--- src/rtl/lin_ck_pkg.sv ---
// Package lin_ck_pkg
// Shared widths, the byte type and the end-around-carry addition.
// Assumes a LIN byte of 8 bits and a 6-bit frame identifier.
package lin_ck_pkg;

    localparam int unsigned BYTE_W = 8;
    localparam int unsigned ID_W   = 6;

    typedef logic [BYTE_W-1:0] byte_t;

    // Adds two bytes and feeds the carry back into bit 0.
    // The largest case is 0xFF + 0xFF = 0x1FE, which wraps to 0xFF, so a
    // single feedback step is always enough.
    function automatic byte_t wrap_add(byte_t a, byte_t b);
        logic [BYTE_W:0] s;
        s = {1'b0, a} + {1'b0, b};
        return s[BYTE_W-1:0] + byte_t'(s[BYTE_W]);
    endfunction

endpackage

--- src/rtl/lin_ck_pid_rule.sv ---
// Module lin_ck_pid_rule
// Works out the accumulator preset for a new frame. The preset is the PID
// when the enhanced rule applies and the ID is not reserved, and zero
// otherwise. Purely combinational.
// Assumes EXCL_IDS packs NUM_EXCL identifiers of ID_W bits, entry 0 lowest.
module lin_ck_pid_rule
    import lin_ck_pkg::*;
#(
    parameter int unsigned               NUM_EXCL = 2,
    parameter logic [NUM_EXCL*ID_W-1:0]  EXCL_IDS = {6'd61, 6'd60}
) (
    input  byte_t pid,
    input  logic  ver2,
    output byte_t preset
);

    logic [NUM_EXCL-1:0] id_hit;

    // One comparator per reserved identifier.
    generate
        for (genvar g = 0; g < NUM_EXCL; g++) begin : g_excl
            assign id_hit[g] = (pid[ID_W-1:0] == EXCL_IDS[g*ID_W +: ID_W]);
        end
    endgenerate

    // Include the whole PID byte only in enhanced mode for unreserved IDs.
    always_comb begin
        preset = '0;
        if (ver2 && !(|id_hit)) begin
            preset = pid;
        end
    end

endmodule

--- src/rtl/lin_ck_frame_ctl.sv ---
// Module lin_ck_frame_ctl
// Tracks whether a frame is open and decides which byte strobes count.
// A start opens a frame, even one already open. An accepted last byte
// closes it. Strobes in a start cycle or outside a frame are dropped.
module lin_ck_frame_ctl (
    input  logic clk,
    input  logic rst_n,
    input  logic start,
    input  logic byte_vld,
    input  logic byte_last,
    output logic frame_open,
    output logic accept,
    output logic accept_last
);

    // A byte counts only inside an open frame and never alongside a start.
    always_comb begin
        accept      = byte_vld && frame_open && !start;
        accept_last = accept && byte_last;
    end

    // Frame-open flag: set by start, cleared by the accepted last byte.
    always_ff @(posedge clk) begin
        if (!rst_n) begin
            frame_open <= 1'b0;
        end else if (start) begin
            frame_open <= 1'b1;
        end else if (accept_last) begin
            frame_open <= 1'b0;
        end
    end

endmodule

--- src/rtl/lin_ck_accum.sv ---
// Module lin_ck_accum
// Holds the 8-bit running sum. A start loads the preset; each accepted byte
// is added with end-around carry. sum_nxt presents the value the sum takes
// with the current byte added, which the result stage needs.
module lin_ck_accum
    import lin_ck_pkg::*;
(
    input  logic  clk,
    input  logic  rst_n,
    input  logic  load,
    input  byte_t preset,
    input  logic  add,
    input  byte_t data,
    output byte_t sum_nxt
);

    byte_t acc_q;

    // Sum with the incoming byte folded in.
    always_comb begin
        sum_nxt = wrap_add(acc_q, data);
    end

    // Accumulator register: a preset on load, otherwise an update per byte.
    always_ff @(posedge clk) begin
        if (!rst_n) begin
            acc_q <= '0;
        end else if (load) begin
            acc_q <= preset;
        end else if (add) begin
            acc_q <= sum_nxt;
        end
    end

endmodule

--- src/rtl/lin_ck_result.sv ---
// Module lin_ck_result
// Registers the frame verdict. It pulses vld for one cycle after the last
// byte and holds sum and ok until the next verdict.
module lin_ck_result
    import lin_ck_pkg::*;
(
    input  logic  clk,
    input  logic  rst_n,
    input  logic  done,
    input  byte_t final_sum,
    output logic  vld,
    output logic  ok,
    output byte_t sum
);

    localparam byte_t ALL_ONES = '1;

    // Result pulse.
    always_ff @(posedge clk) begin
        if (!rst_n) begin
            vld <= 1'b0;
        end else begin
            vld <= done;
        end
    end

    // Verdict and sum, captured on the last byte.
    always_ff @(posedge clk) begin
        if (!rst_n) begin
            ok  <= 1'b0;
            sum <= '0;
        end else if (done) begin
            ok  <= (final_sum == ALL_ONES);
            sum <= final_sum;
        end
    end

endmodule

--- src/rtl/lin_cksum_check.sv ---
// Module lin_cksum_check (top)
// Verifies a LIN response checksum under the classic or enhanced rule.
// Assumes the upstream receiver marks the checksum byte with byte_last_i
// and gives start_i at least one cycle before the first data byte.
module lin_cksum_check
    import lin_ck_pkg::*;
#(
    parameter int unsigned               NUM_EXCL = 2,
    parameter logic [NUM_EXCL*ID_W-1:0]  EXCL_IDS = {6'd61, 6'd60}
) (
    input  logic              clk,
    input  logic              rst_n,
    input  logic              start_i,
    input  logic [BYTE_W-1:0] pid_i,
    input  logic              ver2_i,
    input  logic              byte_vld_i,
    input  logic [BYTE_W-1:0] byte_i,
    input  logic              byte_last_i,
    output logic              res_vld_o,
    output logic              res_ok_o,
    output logic [BYTE_W-1:0] res_sum_o
);

    byte_t preset;
    byte_t sum_nxt;
    logic  frame_open;
    logic  accept;
    logic  accept_last;

    lin_ck_pid_rule #(
        .NUM_EXCL (NUM_EXCL),
        .EXCL_IDS (EXCL_IDS)
    ) u_rule (
        .pid    (pid_i),
        .ver2   (ver2_i),
        .preset (preset)
    );

    lin_ck_frame_ctl u_ctl (
        .clk         (clk),
        .rst_n       (rst_n),
        .start       (start_i),
        .byte_vld    (byte_vld_i),
        .byte_last   (byte_last_i),
        .frame_open  (frame_open),
        .accept      (accept),
        .accept_last (accept_last)
    );

    lin_ck_accum u_acc (
        .clk     (clk),
        .rst_n   (rst_n),
        .load    (start_i),
        .preset  (preset),
        .add     (accept),
        .data    (byte_i),
        .sum_nxt (sum_nxt)
    );

    lin_ck_result u_res (
        .clk       (clk),
        .rst_n     (rst_n),
        .done      (accept_last),
        .final_sum (sum_nxt),
        .vld       (res_vld_o),
        .ok        (res_ok_o),
        .sum       (res_sum_o)
    );

endmodule

--- config.mk ---
export PLATFORM = sky130hd
export DESIGN_NAME = lin_cksum_check
export DESIGN_NICKNAME = d
export VERILOG_FILES = /design/src/rtl/lin_ck_pkg.sv /design/src/rtl/lin_ck_pid_rule.sv /design/src/rtl/lin_ck_frame_ctl.sv /design/src/rtl/lin_ck_accum.sv /design/src/rtl/lin_ck_result.sv /design/src/rtl/lin_cksum_check.sv
export SDC_FILE = /design/constraint.sdc
export NUM_CORES = 1
export LEC_CHECK = 0
export ABC_CLOCK_PERIOD_IN_PS = 4550
export BUFFER_PORTS_ARGS = -buffer_cell sky130_fd_sc_hd__buf_2
export CAP_MARGIN = 20
export CORE_ASPECT_RATIO = 0.8
export CORE_MARGIN = 8
export CORE_UTILIZATION = 54
export CTS_BUF_LIST = sky130_fd_sc_hd__clkbuf_8
export DETAILED_ROUTE_END_ITERATION = 6
export GPL_TIMING_DRIVEN = 0
export PLACE_DENSITY = 0.88
export SETUP_SLACK_MARGIN = 0.4
export SYNTH_ARGS = -nofsm -noshare
export SYNTH_HDL_FRONTEND = slang
export SYNTH_SLANG_ARGS = --single-unit
--- constraint.sdc ---
create_clock -name clk -period 4.55 [get_ports clk]
set_clock_uncertainty 0.1 [all_clocks]
set_input_delay 0 -clock clk [delete_from_list [all_inputs] [get_ports clk]]
set_output_delay 0 -clock clk [all_outputs]
set_load 0.05 [all_outputs]
Yosys cells after proc, flatten, opt, wreduce, memory -nomap -nowiden
Cells that the tools add are included.
- output and inout bits: 10
- register bits after elaboration: 19
- input port bits: 22
- reductions and logical operators: 9
- mux-type cells: 5
- equal/unequal tests: 3
- $add $sub $neg: 2
- operators with widths (operator ; number):
    8-bit two-way mux ; 3
    6-bit == test, second input constant ; 2
    8-bit by 8-bit adder with 9-bit output ; 1
    8-bit by 1-bit adder with 8-bit output ; 1
    8-bit == test, second input constant ; 1
    1-bit logical AND ; 4
    2-bit nonzero test ; 2
    1-bit zero test ; 2
    1-bit two-way mux ; 2
    2-bit OR reduction ; 1

Logic depth before layout (Yosys ltp)
Gate-level depths: netlist of run 1.
- depth after elaboration: 6
- gate-level depth with buffers: 13
- gate-level depth less buffers: 13

Modules after synthesis
Synthesis of run 1 repeated with hierarchy kept, for this count alone.
- cell total of the unflattened synthesis: 165
- area, all modules: 1398.8 um^2
- by module, submodules not included (module ; seq. area each (um^2) ; area each (um^2) ; cells each ; times used):
    lin_ck_accum ; 160.2 ; 870.8 ; 107 ; 1
    lin_ck_result ; 200.2 ; 382.9 ; 34 ; 1
    lin_ck_pid_rule ; 0.0 ; 88.8 ; 19 ; 1
    lin_ck_frame_ctl ; 20.0 ; 56.3 ; 5 ; 1

Least setup slack after synthesis of run 1
Ideal clock, no wire load.
- path type: reg2reg
- from: register u_acc.acc_q[0]
- to: register u_acc.acc_q[4]
- clock period less this slack: 3.160 ns
- data required time: 4.325 ns
- cell stages (with the launch flop): 14
- setup time: 0.125 ns
- setup slack: 1.390 ns
- arrival time: 2.934 ns
- cells stage by stage: dfxtp_1 ha_1 fa_1 a211o_1 a311oi_2 o21bai_1 a21o_1 ha_1 ha_1 o211ai_1 nor2_1 xor2_1 a222oi_1 nor2b_1
- word-level cells in the longest chain between the ends: 4
- RTL lines (what ; RTL line ; source):
    from (decl) ; lin_ck_accum.sv:17 ; byte_t acc_q;
    from (signal assigned) ; lin_ck_accum.sv:29 ; acc_q <= preset;
    from (signal assigned) ; lin_ck_accum.sv:31 ; acc_q <= sum_nxt;
    8-bit by 8-bit adder with 9-bit output ; lin_ck_pkg.sv:16 ; s = {1'b0, a} + {1'b0, b};
    8-bit by 1-bit adder with 8-bit output ; lin_ck_pkg.sv:17 ; return s[BYTE_W-1:0] + byte_t'(s[BYTE_W]);
    8-bit two-way mux ; lin_ck_accum.sv:30 ; end else if (add) begin
    8-bit two-way mux ; lin_ck_accum.sv:28 ; end else if (load) begin
Every way passes these cells. The select of a mux whose other input is x is not followed.
A chain may end at the register's enable or synchronous reset.

Worst setup path in the final report of run 1
- from: register u_acc.acc_q[0]
- to: register u_res.ok
- word-level cells in the longest chain between the ends: 3
- RTL lines (what ; RTL line ; source):
    8-bit by 8-bit adder with 9-bit output ; lin_ck_pkg.sv:16 ;
    8-bit by 1-bit adder with 8-bit output ; lin_ck_pkg.sv:17 ;
    8-bit == test ; lin_ck_result.sv:33 ; ok <= (final_sum == ALL_ONES);
    to (signal assigned) ; lin_ck_result.sv:33 ;
    to (decl) ; lin_ck_result.sv:12 ; output logic ok,
Every way passes these cells.

==> results of run 1 <==
==> path summary, 6_finish.rpt <==
kind                    endpoint  slack (ns)
setup reg to reg        u_res.ok        1.05
setup / recovery        u_res.ok        1.05
hold / removal    u_acc.acc_q[2]        0.04
hold reg to reg     u_res.sum[6]        0.37
==> metrics by stage <==
stage | std cells | hold WS, ns
after floorplan | 128 | 0.0102
after global placement | 184 | 0.142
after detailed placement | 184 | 0.153
after CTS | 199 | 0.0218
after global routing | 199 | 0.0532
final | 199 | 0.0437
==> state kept, by name, indices dropped and copies added (netlist names) <==
signal / flops
u_res.ok: 1
u_res.sum: 8
u_res.vld: 1
u_acc.acc_q: 8
u_ctl.frame_open: 1
==> cells in the mapped netlist (all sizes together), types with 2 or more instances <==
master	number	area [µm²]
dfxtp	19	380
ha	11	138
nor2	11	41.3
nand2	10	37.5
a22o	7	61.3
a21oi	6	30.0
o21ai	6	30.0
a222oi	5	50.1
nor2b	5	31.3
nand3	4	20.0
a21boi	3	22.5
or3	3	18.8
xor2	3	33.8
a211oi	2	20.0
a22oi	2	15.0
and4	2	17.5
nand4	2	12.5
nor4	2	27.5
o211a	2	20.0
o211ai	2	15.0
o21a	2	15.0
o31ai	2	15.0
==> per-layer routing <==
layer	share of wire, %	vias up	track usage [%]
met5	0	-	0
met4	1.3	0	5.71
met3	9.2	7	5.70
met2	49	61	28.6
met1	41	552	18.0
li1	-	602	-
==> power by group <==
part           switching (mW)  internal [mW]  leakage, nW
combinational          0.0683         0.0513        0.551
clock                  0.0568         0.0609       0.0255
sequential            0.00444          0.173        0.155
==> worst reg2reg max path, stage by stage, from the launching register on <==
cell and delay [ns]:
sky130_fd_sc_hd__dfxtp_1 0.32, sky130_fd_sc_hd__ha_1 0.22, sky130_fd_sc_hd__fa_1 0.44, sky130_fd_sc_hd__a211o_1 0.36
sky130_fd_sc_hd__a311oi_2 0.32, sky130_fd_sc_hd__o21bai_1 0.14, sky130_fd_sc_hd__a21o_1 0.23, sky130_fd_sc_hd__ha_1 0.21
sky130_fd_sc_hd__ha_1 0.20, sky130_fd_sc_hd__xor2_1 0.26, sky130_fd_sc_hd__and4_1 0.24, sky130_fd_sc_hd__nand4_1 0.12
sky130_fd_sc_hd__o41ai_2 0.23
==> final cells by class <==
| cell class | instances | share of cell area (%) |
|---|---|---|
| Multi-Input combinational cell | 107 | 53.9 |
| Sequential cell | 19 | 24.0 |
| Timing Repair Buffer | 42 | 16.7 |
| Clock buffer | 3 | 2.60 |
| Tap cell | 25 | 1.97 |
| Clock inverter | 1 | 0.316 |
| Buffer | 1 | 0.237 |
| Inverter | 1 | 0.237 |
==> repair_timing <==
action / 4_1_cts / 5_1_grt
hold buffers: 11 / 0
hold endpoints to repair: 10 / 0
resized for setup: 0 / 0
==> logic make-up after synthesis <==
group | synth area share [%]
buffers and inverters | 0.604
XOR/XNOR | 5.24
flip-flops | 30.6
adder cells (fa/ha/maj) | 12.7
AND/OR/NAND/NOR | 19.0
AO/OA/AOI/OAI | 31.8
==> out/results.txt, run 1 <==
Max transition margin: 52.6%
source of the critical timing path: u_acc.acc_q[0]
area growth from synthesis to final layout: 27.6%
sort of element at the end of the critical path: flop
slew at the pin with the worst max-slew slack: 0.709 ns
remaining routing DRC violations: 0
final cell area excluding filler cells: 1590 µm²
# port buffers: 31
FF-to-FF Start: u_acc.acc_q[0]
largest net degree at the start of global routing: 12
overall fraction of global-route tracks in use: 16.3%
clock tree buffer depth: 2
Crit path required time: 4.61 ns
Post-Place Cell Area: 1430 µm²
number of max-slew violations in the final report: 0
number of warnings printed during yosys synthesis: 0
Die X-Extent: 69.6 µm
per-instance average area after synthesis: 9.71 µm²
achievable frequency: 0.286 GHz
multi-input combinational cell area: 855 µm²
arrival time at the worst endpoint: 3.55 ns
source-to-sink clock delay at the later pin of the worst-skew pair: 0.26 ns
DP HPWL: 2.63 mm
crit path max fanout: 3
# Post-CTS Setup Buffers: 0
floorplan die height: 58.9 µm
final number of hold-violating endpoints: 0
cell area after synthesis: 1240 µm²
Slowest Stage Delay on Critical Path: 0.44 ns
run status: finished, final reports clean
post-place setup slack: 1.10 ns
fraction of layout instances using a drive strength above 1: 25.9%
RD Place Congestion: 0.812
classification of the worst-slack hold path: input port to flop
total power of the final layout: 0.414 mW
commonest non-fill, non-tap cell in the layout: sky130_fd_sc_hd__buf_2
worst setup margin: 1.05 ns
Finished Core Util: 73.4%
number of global-route vias before repair: 1226
post-layout net count: 209
final period utilization: 76.8%
global-route wire length before repair: 5.54 mm
post-synthesis instance total: 128
delay-heaviest family, CP: compound AO/OA/AOI/OAI gates
Storage cell area: 380 µm²
clock tree from TritonCTS: built
number of buffer and inverter instances along the worst setup path: 0
count of cell types in the netlist: 44
FF-to-FF path depth: 12
min-delay src: pid_i[2]
Worst-path clk slew: 0.07 ns
number of fillers in the final layout: 151
first drt pass iteration count: 4
slowest stage cell, crit path: sky130_fd_sc_hd__fa_1
number of vias in the routed layout: 1222
most frequent cells in the layout: sky130_fd_sc_hd__buf_2 (31), sky130_fd_sc_hd__dfxtp_1 (19), sky130_fd_sc_hd__nor2_1 (11), sky130_fd_sc_hd__ha_1 (11), sky130_fd_sc_hd__dlygate4sd3_1 (11)
Cells on Worst Hold Path: 3
count of flip-flops with a built-in enable after synthesis: 0
Power Density: 261 nW/µm²
chain of cells forming the critical path: ha_1 > fa_1 > a211o_1 > a311oi_2 > o21bai_1 > a21o_1 > ha_1 > ha_1 > xor2_1 > and4_1 > nand4_1 > o41ai_2
initial antenna violation count: 0
logic depth of the worst setup path including buffers: 12
number of buffers created by CTS: 3
static power due to leakage: 0.731 nW
total setup violations reported at the end of the flow: 0
ant diodes: 0
deepest level of the CTS H-tree: 1
number of ports placed on the die boundary: 32
CTS root buffer: sky130_fd_sc_hd__clkbuf_8
final critical delay including setup and external delays: 3.50 ns
cell occurring most often along the worst timing path: sky130_fd_sc_hd__ha_1
Max rail drop VDD: 243 µV
GRT Residual Overflow: 0
average wire per cell in the routed design: 16.8 µm
FF+latch count, synth: 19
Post-DRT Antenna Nets: 0
async set-reset flop share out of synthesis: 0%
DRT Wirelength: 3.34 mm
post-synth net total: 162
Starting Density: 57.6%
max cap viols: 0
RSZ-0062 raised after global routing: no
start-to-end type of the worst setup path: flop to flop
core footprint: 2160 µm²
count of clock tree sinks: 19
sequential-to-total area share from yosys stat: 30.6%
Total Die Area: 4100 µm²
DRT iter0 DRCs: 102
TNS Setup: 0 ns
leading register cell type out of synthesis: sky130_fd_sc_hd__dfxtp_1
CP Launch Type: flop
DR vias/cell: 6.14
std cell rows: 15
(Power assumes the default switching activity.)
==> run 2: changes to the inputs <==
--- a/config.mk
+++ b/config.mk
@@ -5,16 +5,17 @@
 export SDC_FILE = /design/constraint.sdc
 export NUM_CORES = 1
 export LEC_CHECK = 0
-export ABC_CLOCK_PERIOD_IN_PS = 4550
+export ABC_AREA = 1
+export ABC_CLOCK_PERIOD_IN_PS = 3200
 export BUFFER_PORTS_ARGS = -buffer_cell sky130_fd_sc_hd__buf_2
 export CAP_MARGIN = 20
 export CORE_ASPECT_RATIO = 0.8
 export CORE_MARGIN = 8
-export CORE_UTILIZATION = 54
+export CORE_UTILIZATION = 50
 export CTS_BUF_LIST = sky130_fd_sc_hd__clkbuf_8
 export DETAILED_ROUTE_END_ITERATION = 6
 export GPL_TIMING_DRIVEN = 0
-export PLACE_DENSITY = 0.88
+export PLACE_DENSITY = 0.85
 export SETUP_SLACK_MARGIN = 0.4
 export SYNTH_ARGS = -nofsm -noshare
 export SYNTH_HDL_FRONTEND = slang
==> constraint.sdc (replaced) <==
create_clock -name clk -period 3.2 [get_ports clk]
set_clock_uncertainty 0.1 [all_clocks]
set_input_delay 0 -clock clk [delete_from_list [all_inputs] [get_ports clk]]
set_output_delay 0 -clock clk [all_outputs]
set_load 0.05 [all_outputs]
==> run 2 against run 1 <==
  * Sequential power increased by 42%
  * Via count increased by 26%
  * Cell area rose by 16%
  * Synthesized cell count rose by 71%
  * Worst hold slack worse by 0.034 ns
  * Global-route usage is 0.78 points lower
  * Critical path depth is 6 higher
  * Count of clock-buffer cells in the layout unchanged
  * Critical path type unchanged
==> out/results.txt, run 2 <==
final number of hold-violating endpoints: 0 (unchanged)
biggest regs: u_acc.acc_q: 8 flops, u_res.sum: 8 flops
Power Density: 332 nW/µm² (+27%)
deepest level of the CTS H-tree: 1 (unchanged)
DP HPWL: 2.77 mm (+5.1%)
final critical delay including setup and external delays: 2.79 ns (-0.709 ns)
Post-Place Cell Area: 1600 µm² (+12%)
average wire per cell in the routed design: 12.4 µm (-26%)
cell types with the highest counts after synthesis: sky130_fd_sc_hd__nand2_1 (73), sky130_fd_sc_hd__inv_1 (31), sky130_fd_sc_hd__nand3_1 (31)
ant diodes: 0 (unchanged)
Post-DRT Antenna Nets: 0 (unchanged)
leading register cell type out of synthesis: sky130_fd_sc_hd__dfxtp_1
sequential-to-total area share from yosys stat: 27.2% (-3.4 points)
std cell rows: 17 (+2)
Finished Core Util: 67.6% (-5.9 points)
Total Die Area: 4760 µm² (+16%)
classification of the worst-slack hold path: input port to flop
most frequent cells in the layout: sky130_fd_sc_hd__nand2_1 (70), sky130_fd_sc_hd__inv_1 (32), sky130_fd_sc_hd__nand3_1 (30), sky130_fd_sc_hd__buf_2 (30), sky130_fd_sc_hd__dfxtp_1 (18)
number of max-slew violations in the final report: 0 (unchanged)
achievable frequency: 0.359 GHz (+25%)
source-to-sink clock delay at the later pin of the worst-skew pair: 0.25 ns (about the same)
post-layout net count: 300 (+44%)
max cap viols: 0 (unchanged)
total setup violations reported at the end of the flow: 0 (unchanged)
count of clock tree sinks: 19 (unchanged)
count of flip-flops with a built-in enable after synthesis: 0 (unchanged)
DRT Wirelength: 3.77 mm (+13%)
GRT Residual Overflow: 0 (unchanged)
cell with the most instances after synthesis: sky130_fd_sc_hd__nand2_1
start-to-end type of the worst setup path: flop to flop
post-place setup slack: 0.160 ns (-0.936 ns)
RD Place Congestion: 0.882 (+8.6%)
number of vias in the routed layout: 1538 (+26%)
FF+latch count, synth: 19 (unchanged)
RSZ-0062 raised after global routing: yes
Crit path required time: 3.30 ns (-1.31 ns)
CP Launch Type: flop
Starting Density: 51.4% (-6.1 points)
first drt pass iteration count: 4 (unchanged)
largest net degree at the start of global routing: 11 (-1)
CTS root buffer: sky130_fd_sc_hd__clkbuf_8
clock tree from TritonCTS: built
clock tree buffer depth: 2 (unchanged)
fraction of layout instances using a drive strength above 1: 24.9% (-0.96 points)
TNS Setup: 0 ns (unchanged)
DR vias/cell: 5.08 (-17%)
static power due to leakage: 0.940 nW (+29%)
area growth from synthesis to final layout: 31.4%
per-instance average area after synthesis: 6.39 µm² (-34%)
cell area after synthesis: 1400 µm² (+13%)
post-synth top area cell: sky130_fd_sc_hd__dfxtp_1
Worst-path clk slew: 0.07 ns (about the same)
initial antenna violation count: 0 (unchanged)
count of cell types in the netlist: 24 (-45%)
final cell area excluding filler cells: 1840 µm² (+16%)
crit path max fanout: 3 (unchanged)
post-synth net total: 253 (+56%)
sort of element at the end of the critical path: flop
# port buffers: 30 (-3.2%)
Max rail drop VDD: 306 µV (+26%)
floorplan die height: 63.3 µm (+7.5%)
global-route wire length before repair: 5.90 mm (+6.5%)
worst setup margin: 0.413 ns (-0.641 ns)
final period utilization: 87.1% (+10 points)
main area contributors after synthesis: sky130_fd_sc_hd__dfxtp_1 (27%), sky130_fd_sc_hd__nand2_1 (20%), sky130_fd_sc_hd__nand3_1 (11%), sky130_fd_sc_hd__ha_1 (9.8%), sky130_fd_sc_hd__inv_1 (8.3%)
run status: finished, final reports clean
number of global-route vias before repair: 1327 (+8.2%)
total power of the final layout: 0.611 mW (+47%)
slew at the pin with the worst max-slew slack: 0.353 ns (-0.356 ns)
async set-reset flop share out of synthesis: 0% (unchanged)
commonest non-fill, non-tap cell in the layout: sky130_fd_sc_hd__nand2_1
Die X-Extent: 75.2 µm (+7.9%)
Max transition margin: 76.4% (+24 points)
arrival time at the worst endpoint: 2.89 ns (-0.66 ns)
overall fraction of global-route tracks in use: 15.5% (-0.78 points)
DRT iter0 DRCs: 123 (+21%)
remaining routing DRC violations: 0 (unchanged)
number of fillers in the final layout: 242 (+60%)
top cell type's share of synthesized area: 27.2% (-3.4 points)
core footprint: 2720 µm² (+26%)
number of ports placed on the die boundary: 32 (unchanged)
number of buffers created by CTS: 3 (unchanged)
post-synthesis instance total: 219 (+71%)
number of warnings printed during yosys synthesis: 0 (unchanged)
-- run 2: path summary, 6_finish.rpt --
check	start	to	slack, ns	depth (start not counted)
max reg2reg	u_acc.acc_q[0]	u_res.ok	0.41	18
max	u_acc.acc_q[0]	u_res.ok	0.41	18
min reg2reg	u_res.ok	u_res.ok	0.36	2
min	pid_i[7]	u_acc.acc_q[7]	0.01	5
-- run 2: through the flow --
step	hold WS, ns	instances
2_1_floorplan	0.0245	219
3_3_place_gp	0.140	287
3_5_place_dp	0.145	287
4_1_cts	0.0130	298
5_1_grt	0.0571	303
6_report	0.00959	303
-- run 2: layout make-up --
cell class | count | area (µm²) | area share [%]
multi-input cells | 166 | 975 | 53.0
plain buffers | 1 | 11.3 | 0.612
clock inverters | 1 | 3.75 | 0.204
inverters | 33 | 124 | 6.73
clock buffers | 3 | 41.3 | 2.24
flip-flops and latches | 19 | 382 | 20.7
repair buffers | 42 | 255 | 13.9
well taps | 38 | 47.5 | 2.59
-- run 2: repair_timing --
action / 4_1_cts / 5_1_grt
setup buffers: 1 / 5
cloned: 0 / 0
pin swaps: 4 / 13
hold endpoints to repair: 7 / 0
endpoints found under the setup margin: 10 / 7
hold buffers: 6 / 0
gates resized for setup: 12 / 8
-- run 2: power by group --
group          switching, mW  total [mW]  internal (mW)
clock network         0.0773       0.163         0.0853
registers            0.00669       0.252          0.245
logic                  0.116       0.196         0.0798
-- run 2: layer usage --
metal / GRT usage, % / routed length, µm / vias to the layer above
met5: 0 / 0 / -
met4: 4.07 / 36 / 0
met3: 3.16 / 208 / 4
met2: 24.1 / 1760 / 40
met1: 20.8 / 1760 / 693
li1: - / - / 801
-- run 2: cell families (layout without fill, tap and decap cells) --
logic type	after synthesis	in the layout	synth area share (%)
AND/OR/NAND/NOR	129	129	40.8
AO/OA/AOI/OAI	25	25	11.1
adder cells (fa/ha/maj)	12	12	11.3
flip-flops	19	19	27.2
buffers and inverters	34	80	9.65
-- run 2: worst max-delay path, stage by stage, from the launching register on --
cell                       delay (ns)
sky130_fd_sc_hd__dfxtp_2         0.34
sky130_fd_sc_hd__ha_4            0.16
sky130_fd_sc_hd__fa_2            0.35
sky130_fd_sc_hd__nand2_2         0.08
sky130_fd_sc_hd__nand2_2         0.08
sky130_fd_sc_hd__nand3_2         0.08
sky130_fd_sc_hd__nand2_2         0.06
sky130_fd_sc_hd__a21oi_2         0.15
sky130_fd_sc_hd__o21bai_2        0.10
sky130_fd_sc_hd__ha_2            0.22
sky130_fd_sc_hd__ha_4            0.27
sky130_fd_sc_hd__nand2_1         0.06
sky130_fd_sc_hd__nor3_2          0.11
sky130_fd_sc_hd__nand2_1         0.08
sky130_fd_sc_hd__nor2_1          0.13
sky130_fd_sc_hd__nand3_1         0.09
sky130_fd_sc_hd__nor2_1          0.12
sky130_fd_sc_hd__nand3_1         0.09
sky130_fd_sc_hd__nand2_1         0.06
